### config.mk
export PLATFORM = sky130hd
export DESIGN_NAME = dc_block_hpf
export DESIGN_NICKNAME = d
export VERILOG_FILES = /design/src/rtl/hpf_pkg.sv /design/src/rtl/hpf_sat.sv /design/src/rtl/hpf_coef_reg.sv /design/src/rtl/hpf_state_bank.sv /design/src/rtl/hpf_datapath.sv /design/src/rtl/dc_block_hpf.sv
export SDC_FILE = /design/constraint.sdc
export NUM_CORES = 2
export LEC_CHECK = 0
export BUFFER_PORTS_ARGS = -buffer_cell sky130_fd_sc_hd__buf_2
export CORE_AREA = 10 10 236 463
export CTS_BUF_LIST = sky130_fd_sc_hd__clkbuf_16
export CTS_CLUSTER_SIZE = 14
export DETAILED_ROUTE_END_ITERATION = 8
export DIE_AREA = 0 0 246 473
export PLACE_DENSITY = 0.62
export SLEW_MARGIN = 20
export SYNTH_ARGS = -nofsm -noshare
export SYNTH_HDL_FRONTEND = slang
export SYNTH_SLANG_ARGS = --single-unit
export TNS_END_PERCENT = 5
### constraint.sdc
create_clock -name clk_i -period 19.3 [get_ports clk_i]
set_input_delay 4.825 -clock clk_i [delete_from_list [all_inputs] [get_ports clk_i]]
set_output_delay 4.825 -clock clk_i [all_outputs]
set_load 0.02 [all_outputs]
### src/rtl/hpf_pkg.sv
package hpf_pkg;
  localparam int unsigned HPF_ALPHA_ADDR = 180;
  localparam int          HPF_ALPHA_RST  = 411;  // ~2.75 Hz at 44.1 kHz
  localparam int unsigned HPF_INT_W      = 3;
  localparam int unsigned HPF_FRAC_X     = 23;
  localparam int unsigned HPF_FRAC_S     = 49;
  localparam int unsigned HPF_COEF_INT   = 2;
  localparam int unsigned HPF_COEF_FRAC  = 20;
endpackage

### src/rtl/hpf_sat.sv
module hpf_sat #(
  parameter int unsigned IN_W  = 27,
  parameter int unsigned OUT_W = 26
) (
  input  logic signed [IN_W-1:0]  d_i,
  output logic signed [OUT_W-1:0] q_o
);
  localparam int unsigned HI_W = IN_W - OUT_W + 1;

  logic [HI_W-1:0] hi;
  assign hi = d_i[IN_W-1 -: HI_W];

  always_comb begin
    if (hi == {HI_W{1'b0}} || hi == {HI_W{1'b1}})
      q_o = d_i[OUT_W-1:0];
    else if (d_i[IN_W-1])
      q_o = {1'b1, {(OUT_W-1){1'b0}}};
    else
      q_o = {1'b0, {(OUT_W-1){1'b1}}};
  end
endmodule

### src/rtl/hpf_coef_reg.sv
module hpf_coef_reg #(
  parameter int unsigned COEF_W     = 22,
  parameter int unsigned ADDR_W     = 8,
  parameter int unsigned ALPHA_ADDR = 180,
  parameter int          ALPHA_RST  = 411
) (
  input  logic                     clk_i,
  input  logic                     rst_ni,
  input  logic                     wr_en_i,
  input  logic [ADDR_W-1:0]        wr_addr_i,
  input  logic [COEF_W-1:0]        wr_data_i,
  output logic signed [COEF_W-1:0] alpha_o
);
  logic hit;
  assign hit = wr_en_i && (wr_addr_i == ADDR_W'(ALPHA_ADDR));

  always_ff @(posedge clk_i or negedge rst_ni) begin
    if (!rst_ni)  alpha_o <= COEF_W'(ALPHA_RST);
    else if (hit) alpha_o <= wr_data_i;
  end
endmodule

### src/rtl/hpf_state_bank.sv
module hpf_state_bank #(
  parameter int unsigned NUM_CH  = 2,
  parameter int unsigned CH_W    = 1,
  parameter int unsigned STATE_W = 52
) (
  input  logic                             clk_i,
  input  logic                             rst_ni,
  input  logic                             we_i,
  input  logic [CH_W-1:0]                  ch_i,
  input  logic signed [STATE_W-1:0]        d_i,
  output logic signed [STATE_W-1:0]        q_o,
  output logic [NUM_CH-1:0][STATE_W-1:0]   all_o
);
  for (genvar i = 0; i < NUM_CH; i++) begin : g_ch
    logic sel;
    assign sel = we_i && (ch_i == CH_W'(i));
    always_ff @(posedge clk_i or negedge rst_ni) begin
      if (!rst_ni)  all_o[i] <= '0;
      else if (sel) all_o[i] <= d_i;
    end
  end

  always_comb begin
    q_o = '0;
    for (int i = 0; i < NUM_CH; i++)
      if (ch_i == CH_W'(i)) q_o = all_o[i];
  end
endmodule

### src/rtl/hpf_datapath.sv
module hpf_datapath #(
  parameter int unsigned INT_W     = 3,
  parameter int unsigned FRAC_X    = 23,
  parameter int unsigned FRAC_S    = 49,
  parameter int unsigned COEF_W    = 22,
  parameter int unsigned COEF_FRAC = 20
) (
  input  logic signed [INT_W+FRAC_X-1:0] x_i,
  input  logic signed [INT_W+FRAC_S-1:0] dc_i,
  input  logic signed [COEF_W-1:0]       alpha_i,
  output logic signed [INT_W+FRAC_S-1:0] dc_nxt_o,
  output logic signed [INT_W+FRAC_X-1:0] y_o
);
  localparam int unsigned DATA_W  = INT_W + FRAC_X;
  localparam int unsigned STATE_W = INT_W + FRAC_S;
  localparam int unsigned X_SHIFT = FRAC_S - FRAC_X;
  localparam int unsigned DIFF_W  = STATE_W + 1;
  localparam int unsigned PROD_W  = DIFF_W + COEF_W;
  localparam int unsigned INC_W   = PROD_W - COEF_FRAC;
  localparam int unsigned SUM_W   = INC_W + 1;
  localparam int unsigned YW_W    = DIFF_W - X_SHIFT;

  logic signed [DIFF_W-1:0] x_al, dc_ext, diff;
  logic signed [PROD_W-1:0] prod;
  logic signed [INC_W-1:0]  inc;
  logic signed [SUM_W-1:0]  sum;
  logic signed [YW_W-1:0]   y_wide;

  assign x_al   = {x_i[DATA_W-1], x_i, {X_SHIFT{1'b0}}};
  assign dc_ext = {dc_i[STATE_W-1], dc_i};
  assign diff   = x_al - dc_ext;

  // floor scaling by arithmetic shift
  assign prod   = PROD_W'(diff) * PROD_W'(alpha_i);
  assign inc    = INC_W'(prod >>> COEF_FRAC);
  assign sum    = SUM_W'(inc) + SUM_W'(dc_i);
  assign y_wide = YW_W'(diff >>> X_SHIFT);

  hpf_sat #(.IN_W(SUM_W), .OUT_W(STATE_W)) u_sat_state (
    .d_i(sum),
    .q_o(dc_nxt_o)
  );

  hpf_sat #(.IN_W(YW_W), .OUT_W(DATA_W)) u_sat_out (
    .d_i(y_wide),
    .q_o(y_o)
  );
endmodule

### src/rtl/dc_block_hpf.sv
module dc_block_hpf
  import hpf_pkg::*;
#(
  parameter int unsigned NUM_CH     = 2,
  parameter int unsigned INT_W      = HPF_INT_W,
  parameter int unsigned FRAC_X     = HPF_FRAC_X,
  parameter int unsigned FRAC_S     = HPF_FRAC_S,
  parameter int unsigned COEF_INT   = HPF_COEF_INT,
  parameter int unsigned COEF_FRAC  = HPF_COEF_FRAC,
  parameter int unsigned ADDR_W     = 8,
  parameter int unsigned ALPHA_ADDR = HPF_ALPHA_ADDR,
  parameter int          ALPHA_RST  = HPF_ALPHA_RST,
  localparam int unsigned CH_W      = (NUM_CH > 1) ? $clog2(NUM_CH) : 1,
  localparam int unsigned DATA_W    = INT_W + FRAC_X,
  localparam int unsigned COEF_W    = COEF_INT + COEF_FRAC
) (
  input  logic              clk_i,
  input  logic              rst_ni,
  input  logic              in_valid_i,
  input  logic [CH_W-1:0]   in_ch_i,
  input  logic [DATA_W-1:0] in_data_i,
  input  logic              wr_en_i,
  input  logic [ADDR_W-1:0] wr_addr_i,
  input  logic [COEF_W-1:0] wr_data_i,
  output logic              out_valid_o,
  output logic [CH_W-1:0]   out_ch_o,
  output logic [DATA_W-1:0] out_data_o
);
  localparam int unsigned STATE_W = INT_W + FRAC_S;

  logic signed [COEF_W-1:0]           alpha_q;
  logic signed [STATE_W-1:0]          dc_cur, dc_nxt;
  logic signed [DATA_W-1:0]           y_nxt;
  logic [NUM_CH-1:0][STATE_W-1:0]     state_all;

  hpf_coef_reg #(
    .COEF_W(COEF_W), .ADDR_W(ADDR_W),
    .ALPHA_ADDR(ALPHA_ADDR), .ALPHA_RST(ALPHA_RST)
  ) u_coef (
    .clk_i(clk_i), .rst_ni(rst_ni),
    .wr_en_i(wr_en_i), .wr_addr_i(wr_addr_i), .wr_data_i(wr_data_i),
    .alpha_o(alpha_q)
  );

  hpf_state_bank #(
    .NUM_CH(NUM_CH), .CH_W(CH_W), .STATE_W(STATE_W)
  ) u_bank (
    .clk_i(clk_i), .rst_ni(rst_ni),
    .we_i(in_valid_i), .ch_i(in_ch_i),
    .d_i(dc_nxt), .q_o(dc_cur), .all_o(state_all)
  );

  hpf_datapath #(
    .INT_W(INT_W), .FRAC_X(FRAC_X), .FRAC_S(FRAC_S),
    .COEF_W(COEF_W), .COEF_FRAC(COEF_FRAC)
  ) u_dp (
    .x_i(in_data_i), .dc_i(dc_cur), .alpha_i(alpha_q),
    .dc_nxt_o(dc_nxt), .y_o(y_nxt)
  );

  always_ff @(posedge clk_i or negedge rst_ni) begin
    if (!rst_ni) begin
      out_valid_o <= 1'b0;
      out_ch_o    <= '0;
      out_data_o  <= '0;
    end else begin
      out_valid_o <= in_valid_i;
      if (in_valid_i) begin
        out_ch_o   <= in_ch_i;
        out_data_o <= y_nxt;
      end
    end
  end
endmodule

# --- Yosys cells after proc, flatten, opt, wreduce, memory -nomap -nowiden ---
# Index checks and enable logic that the tools add are counted.
totals:
  elab_cells: 25
  register_bits: 154
  out_inout_bits: 28
  in_bits: 61
op_classes:
  n_eq_ne: 3
  mul: 1
  n_bitwise: 1
  n_reduce_logical: 7
  muxes: 5
  add_sub_neg: 2
ops:
  columns: ["cell", "count"]
  rows:
  - ["2-to-1 mux 52 bit", 3]
  - ["multiplier 53 x 22 -> 75 bit", 1]
  - ["adder 55 x 52 -> 56 bit", 1]
  - ["subtractor 52 x 52 -> 53 bit", 1]
  - ["2-to-1 mux 26 bit", 2]
  - ["== test 8 bit (second input constant)", 1]
  - ["== test 5 bit (second input constant)", 1]
  - ["zero test 5 bit", 1]
  - ["logical AND 1 bit", 3]
  - ["== test 2 bit (second input constant)", 1]
  - ["zero test 2 bit", 1]
  - ["logical OR 1 bit", 2]
  - ["NOT 1 bit", 1]

# --- Logic depth before layout (Yosys ltp) ---
logic_depth:
  ltp_word: 7
  mapped_depth: 54
  mapped_depth_nobuf: 45

# --- Hierarchy ---
# A second synthesis with hierarchy kept.
unflattened:
  cells_unflattened: 5581
  area_unflattened_um2: 51176.6
modules_own_cells:
  columns: ["mod", "cells_each", "n_inst", "area_per_inst_um2", "seq_area_each_um2"]
  rows:
  - ["hpf_datapath", 4937, 1, 42588.3, 0.0]
  - ["hpf_state_bank", 279, 1, 4530.6, 2602.5]
  - ["hpf_sat at u_dp.u_sat_state", 197, 1, 1570.3, 0.0]
  - ["dc_block_hpf", 58, 1, 1131.1, 700.7]
  - ["hpf_coef_reg", 49, 1, 953.4, 558.0]
  - ["hpf_sat at u_dp.u_sat_out", 61, 1, 402.9, 0.0]

# --- Worst setup path before layout ---
# Ideal clock, no wire load.
synth_path:
  path_kind: "input to register"
  start: "input in_ch_i"
  end: "register u_bank.all_o[65] (netlist name)"
  n_path_buf: 9
  arrival_time_ps: 17407
  required_ps: 19153
  cell_stages: 51
  setup_time_ps: 147
  setup_slack_ps: 1746
  cell_sequence: "buf_4 > buf_2 > buf_1 > buf_1 > buf_1 > mux2i_1 > ha_1 > and3_1 > a21boi_0 > o41ai_1 > a21bo_2 > a21oi_1 > o21bai_1 > a21oi_1 > xnor2_1 > clkbuf_1 > nand2_1 > fa_1 > [15 not listed] > a21oi_1 > o41ai_1 > a2111oi_2 > nor4_1 > a311oi_1 > ha_1 > clkbuf_1 > o21ai_0 > a21oi_1 > a221oi_1 > nand3_1 > a211oi_1 > o21ai_1 > mux2i_1 > nor4_4 > a211oi_2 > buf_2 > a311oi_1"
synth_via:
  elab_chain_len: 7
  elab_cells_between_ends: 10
  classes_between: "2 x add/sub; 1 x mul; 1 x eq/ne; 3 x mux; 3 x reduce/logical"
synth_rtl:
  columns: ["element", "line", "source"]
  rows:
  - ["start, declared", "dc_block_hpf.sv:20", "input logic [CH_W-1:0] in_ch_i,"]
  - ["2-to-1 mux 52 bit", "hpf_state_bank.sv:26", "if (ch_i == CH_W'(i)) q_o = all_o[i];"]
  - ["subtractor 52 x 52 -> 53 bit", "hpf_datapath.sv:31", "assign diff = x_al - dc_ext;"]
  - ["multiplier 53 x 22 -> 75 bit", "hpf_datapath.sv:34", "assign prod = PROD_W'(diff) * PROD_W'(alpha_i);"]
  - ["adder 55 x 52 -> 56 bit", "hpf_datapath.sv:36", "assign sum = SUM_W'(inc) + SUM_W'(dc_i);"]
  - ["== test 5 bit / zero test 5 bit (equally long branches)", "hpf_sat.sv:14", "if (hi == {HI_W{1'b0}} || hi == {HI_W{1'b1}})"]
  - ["logical OR 1 bit", "hpf_sat.sv:14", null]
  - ["2-to-1 mux 52 bit", "hpf_sat.sv:14", null]
  - ["end signal, assigned by index", "hpf_state_bank.sv:19", "else if (sel) all_o[i] <= d_i;"]
  - ["end, declared", "hpf_state_bank.sv:12", "output logic [NUM_CH-1:0][STATE_W-1:0] all_o"]
# Parallel ways exist; a longest one is shown, timed or not.
# A chain may end at the register's enable or synchronous reset.

# --- Worst setup path in the final report ---
layout_path:
  start: "input in_ch_i"
  end: "register u_bank.all_o[75] (netlist name)"
# Same word-level chain as after synthesis.

==> impl_metrics.py <==
metrics = {
    "placement": {
        "gp_congestion": 0.998,
        "dp.cells": 6970,
        "placed_area_sq_um": 52800,
        "dp_hpwl_microns": 140000,
        "portBuffers": 88,
    },
    "critical_path": {
        "critPathKind": "input port to register",
        "rr_endpoint": "u_bank.all_o[75]",
        "reg2reg_from": "u_bank.all_o[54]",
        "arrival_ps": 18770,
        "crit_top_cell": "fa_1",
        "start_kind": "input port",
        "crit_path_end_kind": "register",
        "worstPathMaxFanout": 91,
        "r2r_cells": 43,
        "reg2reg_slack_ps": 5490,
        "slowest_stage": "fa_1",
        "slowest_delay_ps": 580,
        "required_ps": 19640,
    },
    "finish": {
        "fillers": 9627,
        "area_growth_pct": 5.60,
        "final_cells": 7006,
        "drive_above_1_share_pct": 6.95,
        "final_util_pct": 52.4,
        "fin_area_sq_um": 53400,
        "fin_nets": 7106,
    },
    "yosys": {
        "synth.distinct_cells": 88,
        "ys_ff_latch": 154,
        "async_flop_share_pct": 100,
        "syn_area_sq_um": 50600,
        "synth_edf_count": 0,
        "synth_ff_type": "dfrtp_1",
        "syn_nets": 7218,
        "syn_area_per_cell_sq_um": 8.79,
        "netlist_instances": 5757,
        "yosys_warnings": 0,
        "ys_seq_area_share_pct": 7.63,
    },
    "detailed_routing": {
        "num_vias": 40449,
        "wl_met3_microns": 8360,
        "drc": 0,
        "dr_wl_met2_microns": 96000,
        "drt-met1-wl_microns": 51700,
        "drtPass1Iterations": 6,
        "vias_per_cell": 5.77,
        "wire_per_inst_microns": 25.7,
        "wl_microns": 180000,
        "first_iter_violations": 2173,
        "highest_layer": "met5",
        "ant_nets": 0,
    },
    "global_route": {
        "grt_usage_pct": 32.0,
        "grt_max_degree": 92,
        "grt_pass1_vias": 45780,
        "grt_pass1_wl_microns": 273000,
        "antenna_found_initial": 9,
        "grt_remaining_overflow": 0,
    },
    "timing": {
        "drv_slew": 0,
        "tns_ps": 0,
        "min_period_ps": 18430,
        "relSlewSlack_pct": 22.9,
        "worst_pin_slew_ps": 1150,
        "skew_ps": 35.7,
        "final_hold_viol_count": 0,
        "max_freq_mhz": 54.3,
        "finalCritPeriodShare_pct": 95.5,
        "setup_viol": 0,
    },
    "floorplan": {
        "ioPinCount": 89,
        "core_area_sq_um": 102000,
        "core.rowCount": 166,
        "initial_core_util_pct": 49.6,
        "die_w_microns": 246,
        "die-area_sq_um": 116000,
        "die_h_microns": 473,
    },
    "worst_hold_path": {
        "hold_path_end": "u_bank.all_o[51]",
        "worstHoldStart": "u_bank.all_o[51]",
        "hold_class": "register to register",
        "min_path_cells": 2,
    },
    "cts": {
        "clk_pin_slew_ps": 80,
        "clock_tree.buffer_depth": 2,
        "cts_tree": "built",
        "clock-sinks": 154,
        "cts_made_buffers": 17,
        "insertion_delay_ps": 540,
        "hold_buffers": 0,
        "cts_root_buf": "clkbuf_16",
        "htree_num_levels": 4,
    },
    "run": {
        "maxCapViolations": 0,
    },
    "status": {
        "status": "complete, no violations",
    },
}
==> registers in the layout, indices dropped and copies added (netlist names) <==
signal and cells:
out_valid_o 1, out_data_o 26, u_bank.all_o 104, u_coef.alpha_o 22
out_ch_o 1
==> synthesized netlist by cell type (all sizes together) (53+ instances only) <==
| library cell | n | area [sq um] |
|---|---|---|
| a21o | 72 | 541 |
| clkbuf | 297 | 1120 |
| mux2i | 53 | 531 |
| nor2 | 254 | 953 |
| inv | 1225 | 4600 |
| and2 | 373 | 2330 |
| ha | 279 | 3490 |
| nand2 | 872 | 3280 |
| xor2 | 53 | 464 |
| o21ai | 108 | 548 |
| dfrtp | 148 | 3700 |
| xnor2 | 99 | 875 |
| a311oi | 68 | 613 |
| a21oi | 158 | 795 |
| fa | 1121 | 22400 |
==> layout by cell type, fill, tap and decap left out, types with 48 or more instances in the layout <==
master | Yosys | final
inv_1 | 1225 | 1224
fa_1 | 1121 | 1121
nand2_1 | 871 | 871
and2_1 | 373 | 372
ha_1 | 279 | 279
nor2_1 | 254 | 252
a21oi_1 | 157 | 155
dfrtp_1 | 148 | 133
buf_4 | 2 | 117
o21ai_0 | 92 | 92
buf_2 | 21 | 86
a21o_1 | 72 | 72
a311oi_1 | 67 | 67
xnor2_1 | 98 | 63
mux2i_1 | 53 | 52
xor2_1 | 53 | 48
==> stage by stage <==
| stage | setup slack (ps) | hold WS (ps) |
|---|---|---|
| 3_3_place_gp | 388 | 474 |
| 6_report | 868 | 495 |
| 5_1_grt | -14.2 | 530 |
| 2_1_floorplan | 1750 | 449 |
| 4_1_cts | 606 | 501 |
| 3_5_place_dp | 90.7 | 482 |
==> timing repair <==
action / in CTS / in global routing
setup buffers: 0 / 0
gates resized for setup: 0 / 7
setup endpoints to repair: 0 / 102
==> how the worst max path moves through the flow <==
stage	slack, ps	cells after the start	start	end
floorplan	1750	51	in_ch_i	u_bank.all_o[65]
global placement	390	43	in_ch_i	u_bank.all_o[56]
detailed placement	90	48	in_ch_i	u_bank.all_o[75]
CTS	610	48	in_ch_i	u_bank.all_o[75]
global route	-10	47	in_ch_i	u_bank.all_o[66]
finish	870	48	in_ch_i	u_bank.all_o[75]
==> worst max-delay path, delay by kind of cell <==
| family | cells | cell delay, ps |
|---|---|---|
| buf+inv | 9 | 1920 |
| fa+ha+maj | 10 | 4950 |
| mux | 2 | 700 |
| xor+xnor | 1 | 360 |
| compound gates | 18 | 4880 |
| simple gates | 8 | 1040 |
==> logic make-up (layout without fill, tap and decap cells) <==
family,count (synthesis),count (layout),share of synthesized area (%)
multiplexers,92,92,1.92
AO/OA/AOI/OAI,631,631,8.47
XOR/XNOR,152,152,2.65
AND/OR/NAND/NOR,1751,1751,16.1
other,0,4,0
adder cells (fa/ha/maj),1412,1412,51.5
buffers and inverters,1565,1466,11.7
flip-flops,154,154,7.63
==> final cells by class <==
type | instances | area, sq um | share of cell area (%)
multi-input cells | 4038 | 41200 | 77.2
inverters | 1225 | 4600 | 8.61
flip-flops and latches | 154 | 3890 | 7.27
well taps | 1344 | 1680 | 3.15
repair buffers | 209 | 1420 | 2.65
clock buffers | 17 | 425 | 0.796
clock inverters | 15 | 181 | 0.340
diodes | 4 | 10.0 | 0.0187
==> per-layer routing <==
layer / global-route usage [%] / up-vias
li1: - / 17225
met1: 28.1 / 20608
met2: 58.6 / 1691
met3: 3.84 / 923
met4: 35.3 / 2
met5: 0 / -
Power is left out: the tool's default activity adds up to more than one toggle a clock period on the data nets, which glitch-free logic cannot reach.
